$ cat config.mk
export PLATFORM = sky130hd
export DESIGN_NAME = ras_toggle_array
export DESIGN_NICKNAME = d
export VERILOG_FILES = /design/src/rtl/ras_pkg.sv /design/src/rtl/ras_onehot_dec.sv /design/src/rtl/ras_cell.sv /design/src/rtl/ras_readout.sv /design/src/rtl/ras_toggle_array.sv
export SDC_FILE = /design/constraint.sdc
export NUM_CORES = 1
export LEC_CHECK = 0
export ABC_AREA = 1
export CAP_MARGIN = 20
export CORE_UTILIZATION = 38
export DETAILED_ROUTE_END_ITERATION = 16
export GPL_TIMING_DRIVEN = 1
export HOLD_SLACK_MARGIN = 0.15
export MAX_ROUTING_LAYER = met4
export PLACE_DENSITY_LB_ADDON = 0.1
export SYNTH_ARGS = -nofsm -noshare
export SYNTH_HDL_FRONTEND = slang
export SYNTH_SLANG_ARGS = --single-unit
$ cat constraint.sdc
create_clock -name clk -period 1.2 [get_ports clk]
set_input_delay 0.36 -clock clk [delete_from_list [all_inputs] [get_ports clk]]
set_output_delay 0.36 -clock clk [all_outputs]
set_load 0.02 [all_outputs]
$ cat src/rtl/ras_pkg.sv
// Package: shared types and helpers for the random access scan array.
// Assumes cell counts are powers of four (square grid, power-of-two side).
package ras_pkg;

    // Action a single cell takes on a clock edge
    typedef enum logic [1:0] {
        ACT_HOLD = 2'd0,
        ACT_CAPT = 2'd1,
        ACT_FLIP = 2'd2,
        ACT_CLR  = 2'd3
    } cell_act_e;

    // Width of one grid-side address field: half of log2(cells)
    function automatic int side_bits(input int cells);
        int b;
        b = 0;
        while ((1 << b) < cells) b++;
        return b / 2;
    endfunction

endpackage

$ cat src/rtl/ras_onehot_dec.sv
// Module: one-hot line decoder for one grid dimension.
// Drives exactly one line high when enabled, all lines low otherwise.
// Assumes the address is always in range (2**AW lines).
module ras_onehot_dec #(
    parameter int AW    = 2,
    localparam int LINES = 1 << AW
) (
    input  logic             en,
    input  logic [AW-1:0]    addr,
    output logic [LINES-1:0] ln
);

    genvar i;
    generate
        for (i = 0; i < LINES; i++) begin : g_line
            // One line: high when enabled and the address names it
            assign ln[i] = en && (addr == AW'(i));
        end
    endgenerate

endmodule

$ cat src/rtl/ras_cell.sv
// Module: one toggle-loaded scan cell.
// Captures func_d in functional mode; in test mode inverts only when the
// strobe meets both its row and column lines. Functional capture wins.
module ras_cell
    import ras_pkg::*;
(
    input  logic clk,
    input  logic rst_n,
    input  logic func_en,
    input  logic func_d,
    input  logic row_ln,
    input  logic col_ln,
    input  logic tgl_pulse,
    output logic q
);

    cell_act_e act;

    // Pick the action for this edge, in priority order
    always_comb begin
        if (!rst_n)
            act = ACT_CLR;
        else if (func_en)
            act = ACT_CAPT;
        else if (tgl_pulse && row_ln && col_ln)
            act = ACT_FLIP;
        else
            act = ACT_HOLD;
    end

    // Storage element updated by the chosen action
    always_ff @(posedge clk) begin
        case (act)
            ACT_CLR:  q <= 1'b0;
            ACT_CAPT: q <= func_d;
            ACT_FLIP: q <= ~q;
            default:  q <= q;
        endcase
    end

endmodule

$ cat src/rtl/ras_readout.sv
// Module: readout selector for the addressed cell.
// Picks a row word by row address, then a bit by column address.
// Purely combinational; works in any mode.
module ras_readout #(
    parameter int AW    = 2,
    localparam int SIDE = 1 << AW,
    localparam int CELLS = SIDE * SIDE
) (
    input  logic [CELLS-1:0] cells,
    input  logic [AW-1:0]    row_addr,
    input  logic [AW-1:0]    col_addr,
    output logic             rd_bit
);

    logic [SIDE-1:0] row_word [SIDE];
    logic [SIDE-1:0] sel_row;

    genvar r;
    generate
        for (r = 0; r < SIDE; r++) begin : g_row
            // Slice one row of the grid out of the flat cell vector
            assign row_word[r] = cells[r*SIDE +: SIDE];
        end
    endgenerate

    // Two-level selection: row word, then column bit
    always_comb begin
        sel_row = row_word[row_addr];
        rd_bit  = sel_row[col_addr];
    end

endmodule

$ cat src/rtl/ras_toggle_array.sv
// Module: top of the toggle-loaded random access scan array.
// Decoders are enabled only in test mode; their lines plus a shared strobe
// reach each cell. No scan-in or test-control wire goes to any cell.
// Assumes CELLS is a power of four.
module ras_toggle_array
    import ras_pkg::*;
#(
    parameter int CELLS = 16,
    localparam int AW   = side_bits(CELLS),
    localparam int SIDE = 1 << AW
) (
    input  logic             clk,
    input  logic             rst_n,
    input  logic             func_en,
    input  logic             tgl_stb,
    input  logic [AW-1:0]    row_addr,
    input  logic [AW-1:0]    col_addr,
    input  logic [CELLS-1:0] func_d,
    output logic [CELLS-1:0] cell_q,
    output logic             rd_bit
);

    logic            test_mode;
    logic            tgl_pulse;
    logic [SIDE-1:0] row_ln;
    logic [SIDE-1:0] col_ln;

    // Test mode is simply the absence of functional mode
    assign test_mode = ~func_en;
    // Strobe reaches cells only in test mode
    assign tgl_pulse = tgl_stb & test_mode;

    ras_onehot_dec #(.AW(AW)) u_row_dec (
        .en   (test_mode),
        .addr (row_addr),
        .ln   (row_ln)
    );

    ras_onehot_dec #(.AW(AW)) u_col_dec (
        .en   (test_mode),
        .addr (col_addr),
        .ln   (col_ln)
    );

    genvar r, c;
    generate
        for (r = 0; r < SIDE; r++) begin : g_r
            for (c = 0; c < SIDE; c++) begin : g_c
                ras_cell u_cell (
                    .clk       (clk),
                    .rst_n     (rst_n),
                    .func_en   (func_en),
                    .func_d    (func_d[r*SIDE + c]),
                    .row_ln    (row_ln[r]),
                    .col_ln    (col_ln[c]),
                    .tgl_pulse (tgl_pulse),
                    .q         (cell_q[r*SIDE + c])
                );
            end
        end
    endgenerate

    ras_readout #(.AW(AW)) u_rd (
        .cells    (cell_q),
        .row_addr (row_addr),
        .col_addr (col_addr),
        .rd_bit   (rd_bit)
    );

endmodule

* Word-level counts from Yosys, hierarchy flattened
Cells that the tools add are included.
Word-level totals: logic and storage cells 206, input bits 24, output and inout bits 17, register bits 16
Cells by class: reduce and logical (&&, ||, !) cells 46, eq/ne operators 54, multiplexer cells 69, magnitude comparators 2, bitwise gates (word level) 19
Operators with widths (count):
- two-way mux 2 bit | 48
- equality test 2 bit, second input constant | 36
- case mux 1 bit (3 select lines) | 16
- nonzero test 3 bit | 16
- equality test 2 x 1 -> 1 bit, second input constant | 18
- logical AND 1 bit | 28
- inverter 1 bit | 17
- binary-select mux 4 bit (select 2 bit) | 1
- two-way mux 4 bit | 2
- logical NOT 2 bit | 2
- greater-or-equal comparator 3 bit, second input constant | 1
- < comparator 2 x 3 -> 1 bit, second input constant | 1
- inverter 2 -> 3 bit | 1
- binary-select mux 1 bit (select 2 bit) | 1
- AND 1 bit | 1
- two-way mux 1 bit | 1

* Logic depth before layout (Yosys ltp)
Gate-level depths: netlist of the first run.
word-level depth 9, gate-level depth with buffers 9, gate-level depth less buffers 9

* Hierarchy
Synthesis of the first run repeated with hierarchy kept, for this count alone.
Unflattened totals: cells, all modules 245, area, all modules 1465.2 µm²
Modules (own cells, without submodules):
- ras_cell | instances 16, cells each 11, area an instance 72.6 µm²
- ras_readout | instances 1, cells each 50, area an instance 230.2 µm²
- ras_onehot_dec | instances 2, cells each 8, area an instance 30.0 µm²
- ras_toggle_array | instances 1, cells each 3, area an instance 13.8 µm²

* Worst setup path before layout of the first run
OpenSTA, ideal clock, no wires.
path type input -> output, start point input row_addr[0], end point output rd_bit, path buffers 1, path slack -0.125 ns, arrival time 0.965 ns, stages 9, path through buf_4 nand2_1 nand2_1 nand2_1 nand2_1 nand2_1 nand2_1 inv_1 nand2_1
On the way: longest elaborated chain between the ends 6
Ends and longest elaborated chain:
- start: declaration | RTL line ras_toggle_array.sv:16 | input logic [AW-1:0] row_addr,
- inverter 2 -> 3 bit (not written as such) | RTL line ras_readout.sv:28 | sel_row = row_word[row_addr];
- binary-select mux 4 bit (select 2 bit) | RTL line ras_readout.sv:28
- two-way mux 4 bit (not written as such) (2 in series) | RTL line ras_readout.sv:28
- binary-select mux 1 bit (select 2 bit) | RTL line ras_readout.sv:29 | rd_bit = sel_row[col_addr];
- two-way mux 1 bit (not written as such) | RTL line ras_readout.sv:29
- end: declaration | RTL line ras_toggle_array.sv:20 | output logic rd_bit
No other way between the ends. The select of a mux whose other input is x is not followed.

* Worst setup path in the final report of the first run
start point register g_r[2].g_c[0].u_cell.q, end point output rd_bit
On the way: longest elaborated chain between the ends 5
Ends and longest elaborated chain:
- start: declaration | RTL line ras_cell.sv:14 | output logic q
- start signal: assignment | RTL line ras_cell.sv:35 | ACT_CAPT: q <= func_d;
- start signal: assignment | RTL line ras_cell.sv:36 | ACT_FLIP: q <= ~q;
- start signal: assignment | RTL line ras_cell.sv:37 | default: q <= q;
- binary-select mux 4 bit (select 2 bit) | RTL line ras_readout.sv:28
- two-way mux 4 bit (not written as such) (2 in series) | RTL line ras_readout.sv:28
- binary-select mux 1 bit (select 2 bit) | RTL line ras_readout.sv:29
- two-way mux 1 bit (not written as such) | RTL line ras_readout.sv:29
No other way between the ends. The select of a mux whose other input is x is not followed.

==> results_dict.tcl, run 1 <==
set metrics [dict create \
    reg2reg_from "g_r[0].g_c[1].u_cell.q" \
    hold_viol_final 0 \
    cts_made_buffers 3 \
    grt_pass1_wl_um 5540 \
    min_period_over_period 1.409 \
    path_cells "nand2_1, nand2_1, nand2_1, nand2_1, nand2_1, nand2_1, inv_2, nand2_2, buf_6" \
    dr.pass1.iters 4 \
    synth_area_um2 1295 \
    cts_tree "built" \
    avgSynthCellArea_um2 7.275 \
    fin_skew_ns 0 \
    drc_errors 0 \
    dieArea_um2 3645 \
    min_period_ns 1.691 \
    ys_seq_area_frac 0.3710 \
    cp-start-kind "register" \
    wire_per_inst_um 12.51 \
    synthCells 178 \
    path_clk_slew_ns 0.10 \
    ir_drop_v 0.0003466 \
    critPathMaxStageDelay_ns 0.43 \
    ys_ff_latch 16 \
    die_x_um 60.38 \
    h-tree-depth 1 \
    final_layout_size_suffix_gt1_frac 0.4091 \
    crit_type "register to primary output" \
    fin_cells 286 \
    grt_overflow 0 \
    start_util 0.4107 \
    rows 20 \
    crit_top_cell "nand2_1" \
    clk_latency_ns 0.30 \
    status "complete, but fails checks" \
    power.density_nw_per_um2 759.0 \
    critPathMaxFanout 2 \
    crit_slowest_cell "edfxtp_1" \
    leakage_nw 0.9552 \
    regMostFlops "g_r.g_c.u_cell.q" \
    grt_util_all_layers 0.2144 \
    rsz0062_at_grt "yes" \
    r2r_end "g_r[0].g_c[1].u_cell.q" \
    hpwl_um 2687 \
    drt-total-wl_um 3579 \
    maxSlewViolCount 0 \
    vias 1394 \
    cp.buffers_inverters 2 \
    gp_congestion 0.9263 \
    setup_tns_ns -3.168 \
    ios 41 \
    reg2reg_slack_ns 0.12 \
    slew_headroom 0.8824 \
    syn_nets 202 \
    antenna_found_initial 0 \
    violations "negative setup slack" \
    synth.distinct_cells 15 \
    die_h_um 60.38 \
    worst_setup_path_end_kind "primary output" \
    detail-route-antenna-nets 0 \
    reg_top3 "g_r.g_c.u_cell.q x16" \
    cts_sinks 16 \
    largest_reg_flops 16 \
    coreArea_um2 3153 \
    vias_per_cell 4.874 \
    grt_pass1_vias 1303 \
    clockRootBuffer "clkbuf_4" \
    ys_warn_count 0 \
    finalWorstSetupSlack_ns -0.4908 \
    crit_path_start "g_r[2].g_c[0].u_cell.q" \
    min_path_type "primary input to register" \
    setup_viol 17 \
    grt_start_max_net_pins 17 \
    holdPathStages 3 \
    n_fill_cell 292 \
    io_buffer_count 40 \
    endpoint "rd_bit" \
    arrival_ns 1.33 \
    clock_path_buffers 2 \
    ff2ff_path_depth 3 \
    areaGrowthSynthToFinish_pct 63.29 \
    maxCapViolCount 0 \
    diodes 0 \
    cp.depth 9 \
    tightestPinTransition_ns 0.1754 \
    crit_required_ns 0.84 \
    drt-initial-drc-count 47 \
    critPathTopFamily "flip-flops" \
    fmax_mhz 591.5 \
    placed_cells 272 \
    layout.nets 267 \
]
==> power breakdown <==
group          switching [mW]  internal, mW
Clock                   0.195         0.122
Sequential             0.0294         0.658
Combinational           0.275         0.326
==> synth_stat cells (all sizes together) <==
cell | number | area (µm²)
nand2 | 79 | 319.1
o21ai | 24 | 120.1
buf | 20 | 145.1
edfxtp | 16 | 480.5
inv | 16 | 60.05
nor2 | 10 | 70.07
nand3 | 9 | 50.05
o31ai | 4 | 50.05
==> cell usage in the layout, fill, tap and decap left out, drive strengths merged <==
master and instances:
edfxtp 16, inv 16, nand3 9, o21ai 24, bufbuf 1, nor2 10, clkdlybuf4s50 16, dlygate4sd2 4
clkinv 1, buf 58, clkbuf 4, nand2 79, o31ai 4
==> cell type report <==
type / count / area [µm²] / share of cell area
well taps: 44 / 55.05 / 0.02604
flip-flops and latches: 16 / 480.5 / 0.2272
clock inverters: 1 / 3.754 / 0.001775
repair buffers: 80 / 833.3 / 0.3941
inverters: 16 / 72.57 / 0.03432
clock buffers: 3 / 22.52 / 0.01065
multi-input cells: 126 / 646.9 / 0.3059
==> how the worst min path moves through the flow <==
| stage | from | to | slack (ns) |
|---|---|---|---|
| 2_1_floorplan | func_d[0] | g_r[0].g_c[0].u_cell.q | 0.56 |
| 3_3_place_gp | g_r[1].g_c[0].u_cell.q | g_r[1].g_c[0].u_cell.q | 0.60 |
| 3_5_place_dp | g_r[1].g_c[0].u_cell.q | g_r[1].g_c[0].u_cell.q | 0.61 |
| 4_1_cts | row_addr[1] | g_r[3].g_c[0].u_cell.q | 0.61 |
| 5_1_grt | row_addr[1] | g_r[3].g_c[0].u_cell.q | 0.65 |
| 6_report | row_addr[1] | g_r[3].g_c[0].u_cell.q | 0.62 |
==> stage by stage <==
step	total power, mW	instance area [µm²]	hold WS [ns]	setup WS, ns	utilization
floorplan	0.9553	1320	0.5577	-0.04062	-
CTS	1.570	2037	0.6117	-0.4682	0.6460
detailed placement	1.206	1893	0.6065	-1.282	0.6004
global route	1.680	2115	0.6467	-0.5897	0.6706
global placement	1.198	1893	0.6020	-1.260	0.6004
finish	1.605	2115	0.6245	-0.4908	0.6706
==> layer usage <==
layer / track usage / share of wire / up-vias
li1: - / - / 684
met1: 0.2563 / 0.42 / 652
met2: 0.3689 / 0.50 / 52
met3: 0.02985 / 0.056 / 6
met4: 0.06977 / 0.016 / 0
met5: - / 0 / -
==> cell families after synthesis <==
family,share of synthesized area
AOI/OAI and AO/OA,0.1314
and+or+nand+nor,0.3391
buffers and inverters,0.1584
DFF,0.3710
==> tightest hold or removal path, cell delays in order <==
cell     delay [ns]
buf_2          0.16
nand3_2        0.16
o21ai_1        0.08
==> timing repair <==
action	CTS	global route
gates cloned	1	0
pin swaps	7	2
gates resized for setup	135	26
endpoints found under the setup margin	49	31
hold buffers	0	0
setup buffers	12	12
Note: power is estimated with default switching activity, not from simulation.
==> inputs of run 2 (changes only) <==
--- a/config.mk
+++ b/config.mk
@@ -13,6 +13,7 @@
 export HOLD_SLACK_MARGIN = 0.15
 export MAX_ROUTING_LAYER = met4
 export PLACE_DENSITY_LB_ADDON = 0.1
+export SETUP_SLACK_MARGIN = 0.3
 export SYNTH_ARGS = -nofsm -noshare
 export SYNTH_HDL_FRONTEND = slang
 export SYNTH_SLANG_ARGS = --single-unit
==> run 2 against run 1 <==
Compared with the run above:
- clock skew unchanged
- first-iteration DRC count up 85%
- flip-flop and latch count unchanged
- largest power group is now combinational cells
- combinational power up 48%
- the flow still finishes with violations (negative setup slack)
- clock power up 4%
- sequential power about the same
- register-to-register slack worse by 0.08 ns
- via count up 18%
- setup slack worse by 0.18 ns
- global-route usage up 11 points
==> results_dict.tcl, run 2 (synthesized netlist as in run 1, its figures left out) <==
set metrics [dict create \
    cp.buffers_inverters 2 \
    sequentialPowerShare 0.361 \
    wire_per_inst_um 19.58 \
    grtUsageMet2 0.5651 \
    r2r_end "g_r[3].g_c[3].u_cell.q" \
    dr.pass1.iters 4 \
    critPathTopFamily "simple AND/OR/NAND/NOR gates" \
    detail-route-antenna-nets 0 \
    grt_overflow 0 \
    regMostFlops "g_r.g_c.u_cell.q" \
    min_path_type "primary input to register" \
    maxCapViolCount 0 \
    layout.nets 289 \
    worst_setup_path_end_kind "primary output" \
    crit_slowest_cell "edfxtp_1" \
    reg2reg_slack_ns 0.04 \
    diodes 0 \
    finalWorstSetupSlack_ns -0.6712 \
    hpwl_um 2864 \
    ios 41 \
    clk_latency_ns 0.30 \
    grt_start_max_net_pins 15 \
    die_h_um 60.38 \
    min_period_over_period 1.559 \
    grt_use_met3 0.03838 \
    slew_headroom 0.8499 \
    dieArea_um2 3645 \
    clockRootBuffer "clkbuf_4" \
    crit_top_cell "nand2_1" \
    antenna_found_initial 0 \
    fin_util 0.8762 \
    final_layout_size_suffix_gt1_frac 0.6742 \
    coreArea_um2 3153 \
    drt-total-wl_um 6030 \
    drc_errors 0 \
    tightestPinTransition_ns 0.2252 \
    violations "negative setup slack" \
    final_common_cell "buf_6" \
    setup_viol 19 \
    vias 1650 \
    power.density_nw_per_um2 690.1 \
    p_switching_uw 674.7 \
    min_period_ns 1.871 \
    layout_common_cells "57 x buf_6, 53 x nand2_1, 22 x o21ai_2" \
    rows 20 \
    start_util 0.4107 \
    cp-start-kind "register" \
    grt_util_all_layers 0.3207 \
    clock_power_share 0.174 \
    postPlaceCellArea_um2 2016 \
    cts_sinks 16 \
    critPathMaxFanout 2 \
    areaGrowthSynthToFinish_pct 113.3 \
    clock_path_buffers 2 \
    grtUsageMet1 0.3622 \
    ff2ff_path_depth 5 \
    rsz0062_at_grt "yes" \
    ir_drop_v 0.0007435 \
    reg_top3 "g_r.g_c.u_cell.q x16" \
    path_clk_slew_ns 0.11 \
    grt-busiest-layer "met2" \
    endpoint "rd_bit" \
    crit_required_ns 0.84 \
    largest_reg_flops 16 \
    drt-initial-drc-count 87 \
    p_int_mw 1.232 \
    status "complete, but fails checks" \
    fin_area_um2 2763 \
    h-tree-depth 1 \
    holdPathStages 5 \
    grt_pass1_wl_um 7976 \
    gp_congestion 0.8249 \
    hold_buffers 0 \
    cp.depth 9 \
    die_x_um 60.38 \
    reg2reg_from "g_r[3].g_c[3].u_cell.q" \
    vias_per_cell 5.357 \
    cts_made_buffers 3 \
    leakage_nw 1.169 \
    io_buffer_count 40 \
    crit_path_start "g_r[0].g_c[3].u_cell.q" \
    critPathMaxStageDelay_ns 0.44 \
    crit_type "register to primary output" \
    hold_viol_final 0 \
    fmax_mhz 534.4 \
    cts_tree "built" \
    maxSlewViolCount 0 \
    fin_skew_ns 0 \
    combPwrFrac 0.465 \
    hold_slack_ns 0.6436 \
    path_cells "nand2_1, nand2_1, nand2_1, nand2_1, nand2_1, nand2_1, inv_2, nand2_2, buf_6" \
    arrival_ns 1.51 \
    grt_pass1_vias 1643 \
    sw_frac_of_total 0.3539 \
]
## run 2: changes by cell type in the layout (fill, tap and decap cells not counted), moves of 3 or more
cell,delta
nand3_2,+6
buf_6,+25
o21ai_1,-17
nand2_2,+8
nor2_4,+5
buf_4,-4
dlygate4sd2_1,-4
inv_12,+6
nand2_1,-13
nand2_8,+3
o21ai_2,+16
nor2_1,-5
nand3_1,-8
inv_1,-9
## run 2: cell type report
cell class / count / area [µm²]
Timing Repair Buffer: 99 / 1096
Clock inverter: 1 / 3.754
Clock buffer: 3 / 22.52
Sequential cell: 16 / 480.5
Multi-Input combinational cell: 126 / 914.6
Timing Repair inverter: 3 / 43.79
Tap cell: 44 / 55.05
Inverter: 16 / 146.4
Fill cell: 144 / 390.4
## run 2: power by group through the flow
| stage | Combinational, mW | Clock, mW | Sequential, mW |
|---|---|---|---|
| floorplan | 0.317 | 0 | 0.700 |
| global placement | 0.555 | 0 | 0.698 |
| detailed placement | 0.567 | 0 | 0.697 |
| CTS | 0.765 | 0.317 | 0.684 |
| global route | 0.924 | 0.348 | 0.691 |
| finish | 0.887 | 0.331 | 0.689 |
## run 2: routing by layer
layer / routed length, µm / vias up
li1: - / 738
met1: 2146 / 787
met2: 3156 / 95
met3: 452 / 30
met4: 275 / 0
met5: 0 / -
## run 2: stage by stage
stage               worst slack [ns]  total power, mW  cells  TNS [ns]
floorplan                   -0.04055            1.017    178  -0.04055
global placement              -1.227            1.253    274    -22.88
detailed placement            -1.230            1.265    274    -23.59
CTS                          -0.4438            1.766    300    -3.634
global route                 -0.7237            1.963    308    -4.997
finish                       -0.6712            1.907    308    -4.605
## run 2: worst reg2reg max path, cell delays in order, from the launching register on
cell      delay [ns]
edfxtp_1        0.42
buf_4           0.16
buf_6           0.11
buf_6           0.11
buf_6           0.11
o21ai_4         0.12
## run 2: worst min path at each step
| stage | endpoint | from |
|---|---|---|
| after floorplan | g_r[0].g_c[3].u_cell.q | func_d[3] |
| after global placement | g_r[2].g_c[1].u_cell.q | g_r[2].g_c[1].u_cell.q |
| after detailed placement | g_r[2].g_c[1].u_cell.q | g_r[2].g_c[1].u_cell.q |
| after CTS | g_r[3].g_c[3].u_cell.q | col_addr[0] |
| after global routing | g_r[1].g_c[2].u_cell.q | col_addr[0] |
| final | g_r[1].g_c[2].u_cell.q | col_addr[0] |
## run 2: timing repair
action,in CTS,in global routing
resized for setup,209,43
hold endpoints to repair,0,0
setup endpoints to repair,49,49
setup buffers,18,8
gates cloned,4,0
pin swaps,25,35
==> inputs of run 3 (changes only) <==
--- a/config.mk
+++ b/config.mk
@@ -7,7 +7,8 @@
 export LEC_CHECK = 0
 export ABC_AREA = 1
 export CAP_MARGIN = 20
-export CORE_UTILIZATION = 38
+export CORE_UTILIZATION = 35
+export CTS_CLUSTER_DIAMETER = 100
 export DETAILED_ROUTE_END_ITERATION = 16
 export GPL_TIMING_DRIVEN = 1
 export HOLD_SLACK_MARGIN = 0.15
==> run 3 against run 2 <==
Compared with the run above:
- the run still ends with negative setup slack left
- routed wire length down 22%
- clock power increased by 37%
- utilization fell by 7.1 points
- via count down 6.4%
- count of clock-buffer cells in the layout stayed put
- largest cell class unchanged
- largest power group unchanged
==> results_dict.tcl, run 3 (synthesized netlist as in run 1, its figures left out) <==
set metrics [dict create \
    status "complete, but fails checks" \
    violations "negative setup slack" \
    dieArea_um2 3947 \
    largest_reg_flops 16 \
    clock_path_buffers 2 \
    cp-start-kind "register" \
    grtUsageMet2 0.4103 \
    regMostFlops "g_r.g_c.u_cell.q" \
    wire_per_inst_um 14.67 \
    hold_viol_final 0 \
    vias 1545 \
    h-tree-depth 1 \
    reg_top3 "g_r.g_c.u_cell.q x16" \
    arrival_ns 1.38 \
    grt_overflow 0 \
    final_layout_size_suffix_gt1_frac 0.6337 \
    cts_tree "built" \
    critPathMaxFanout 2 \
    worst_setup_path_end_kind "primary output" \
    fin_cells 319 \
    hpwl_um 2613 \
    tightestPinTransition_ns 0.1865 \
    postPlaceCellArea_um2 2041 \
    grt_use_met3 0.02007 \
    maxCapViolCount 0 \
    seq_area_um2 480.5 \
    dp_worst_setup_slack_ns -1.250 \
    final_common_cell "buf_6" \
    detail-route-antenna-nets 0 \
    gp_congestion 0.9226 \
    ios 41 \
    drc_errors 0 \
    clockRootBuffer "clkbuf_8" \
    fmax_mhz 574.1 \
    vias_per_cell 4.843 \
    placed_cells 279 \
    fin_area_um2 2771 \
    multi_input_area_um2 880.8 \
    drt-initial-drc-count 61 \
    finalWorstSetupSlack_ns -0.5420 \
    maxSlewViolCount 0 \
    n_fill_cell 211 \
    layout.nets 298 \
    clk_latency_ns 0.26 \
    antenna_found_initial 0 \
    crit_required_ns 0.84 \
    rsz0062_at_grt "yes" \
    areaGrowthSynthToFinish_pct 114.0 \
    die_h_um 62.83 \
    min_path_type "register to register" \
    drt-total-wl_um 4680 \
    io_buffer_count 40 \
    grt_pass1_wl_um 6982 \
    setup_viol 41 \
    layout_common_cells "60 x buf_6, 55 x nand2_1, 22 x buf_4" \
    crit_type "register to primary output" \
    start_util 0.3762 \
    power.density_nw_per_um2 714.9 \
    diodes 0 \
    die_x_um 62.83 \
    hold_buffers 0 \
    grt-busiest-layer "met2" \
    dr.pass1.iters 4 \
    cts_sinks 16 \
    coreArea_um2 3442 \
    grt_start_max_net_pins 17 \
    ir_drop_v 0.0004045 \
    path_clk_slew_ns 0.07 \
    fin_skew_ns 0 \
    cts_made_buffers 3 \
    grt_util_all_layers 0.2334 \
    grt_pass1_vias 1532 \
    slew_headroom 0.8757 \
    grtUsageMet1 0.2785 \
    rows 21 \
    min_period_ns 1.742 \
    leakage_nw 1.210 \
    min_period_over_period 1.452 \
]
==> run 3: changes by cell type in the layout (fill, tap and decap cells not counted), sizes merged <==
cell and delta:
clkdlybuf4s15 +2, inv -1, buf +8
==> run 3: layout make-up <==
class,instances,area share
Sequential cell,16,0.1734
Timing Repair Buffer,109,0.4172
Clock buffer,3,0.01490
Multi-Input combinational cell,126,0.3178
Tap cell,46,0.02077
Timing Repair inverter,2,0.009932
Inverter,16,0.04470
Clock inverter,1,0.001354
==> run 3: timing repair <==
| item | in CTS | in global routing |
|---|---|---|
| setup buffers | 20 | 13 |
| pin swaps | 28 | 25 |
| cloned | 3 | 0 |
| setup endpoints to repair | 49 | 49 |
| resized for setup | 187 | 35 |
| endpoints found under the hold margin | 0 | 0 |
==> run 3: final timing paths <==
check	slack, ns	from	endpoint	cells past startpoint
worst max register to register	0.01	g_r[1].g_c[1].u_cell.q	g_r[1].g_c[1].u_cell.q	5
worst min-delay path	0.61	g_r[1].g_c[0].u_cell.q	g_r[1].g_c[0].u_cell.q	1
worst min register to register	0.61	g_r[1].g_c[0].u_cell.q	g_r[1].g_c[0].u_cell.q	1
worst max-delay path	-0.54	g_r[2].g_c[0].u_cell.q	rd_bit	9
==> run 3: routing by layer <==
layer,up-vias,wire (µm),part of all wire
li1,754,-,-
met1,735,1918,0.41
met2,45,2524,0.54
met3,11,151,0.032
met4,0,86,0.018
met5,-,0,0
==> run 3: report_power, final <==
group / switching, mW / internal [mW]
clock: 0.226 / 0.228
combinational: 0.390 / 0.450
sequential: 0.0287 / 0.659
total: 0.645 / 1.34
==> run 3: stage by stage <==
stage	hold WS, ns	setup TNS, ns	power, mW	util
global placement	0.6036	-22.87	1.257	0.5929
finish	0.6071	-6.810	1.981	0.8052
floorplan	0.5535	-0.04055	1.017	-
detailed placement	0.6184	-23.19	1.265	0.5929
global route	0.6568	-8.363	2.048	0.8052
CTS	0.6256	-4.399	1.867	0.7350
==> run 3: critical path, stage by stage, from the launching register on <==
cell	delay [ns]
edfxtp_1	0.42
nand2_1	0.09
nand2_1	0.06
nand2_1	0.10
nand2_1	0.08
nand2_1	0.07
nand2_1	0.06
inv_1	0.06
nand2_2	0.05
buf_6	0.12
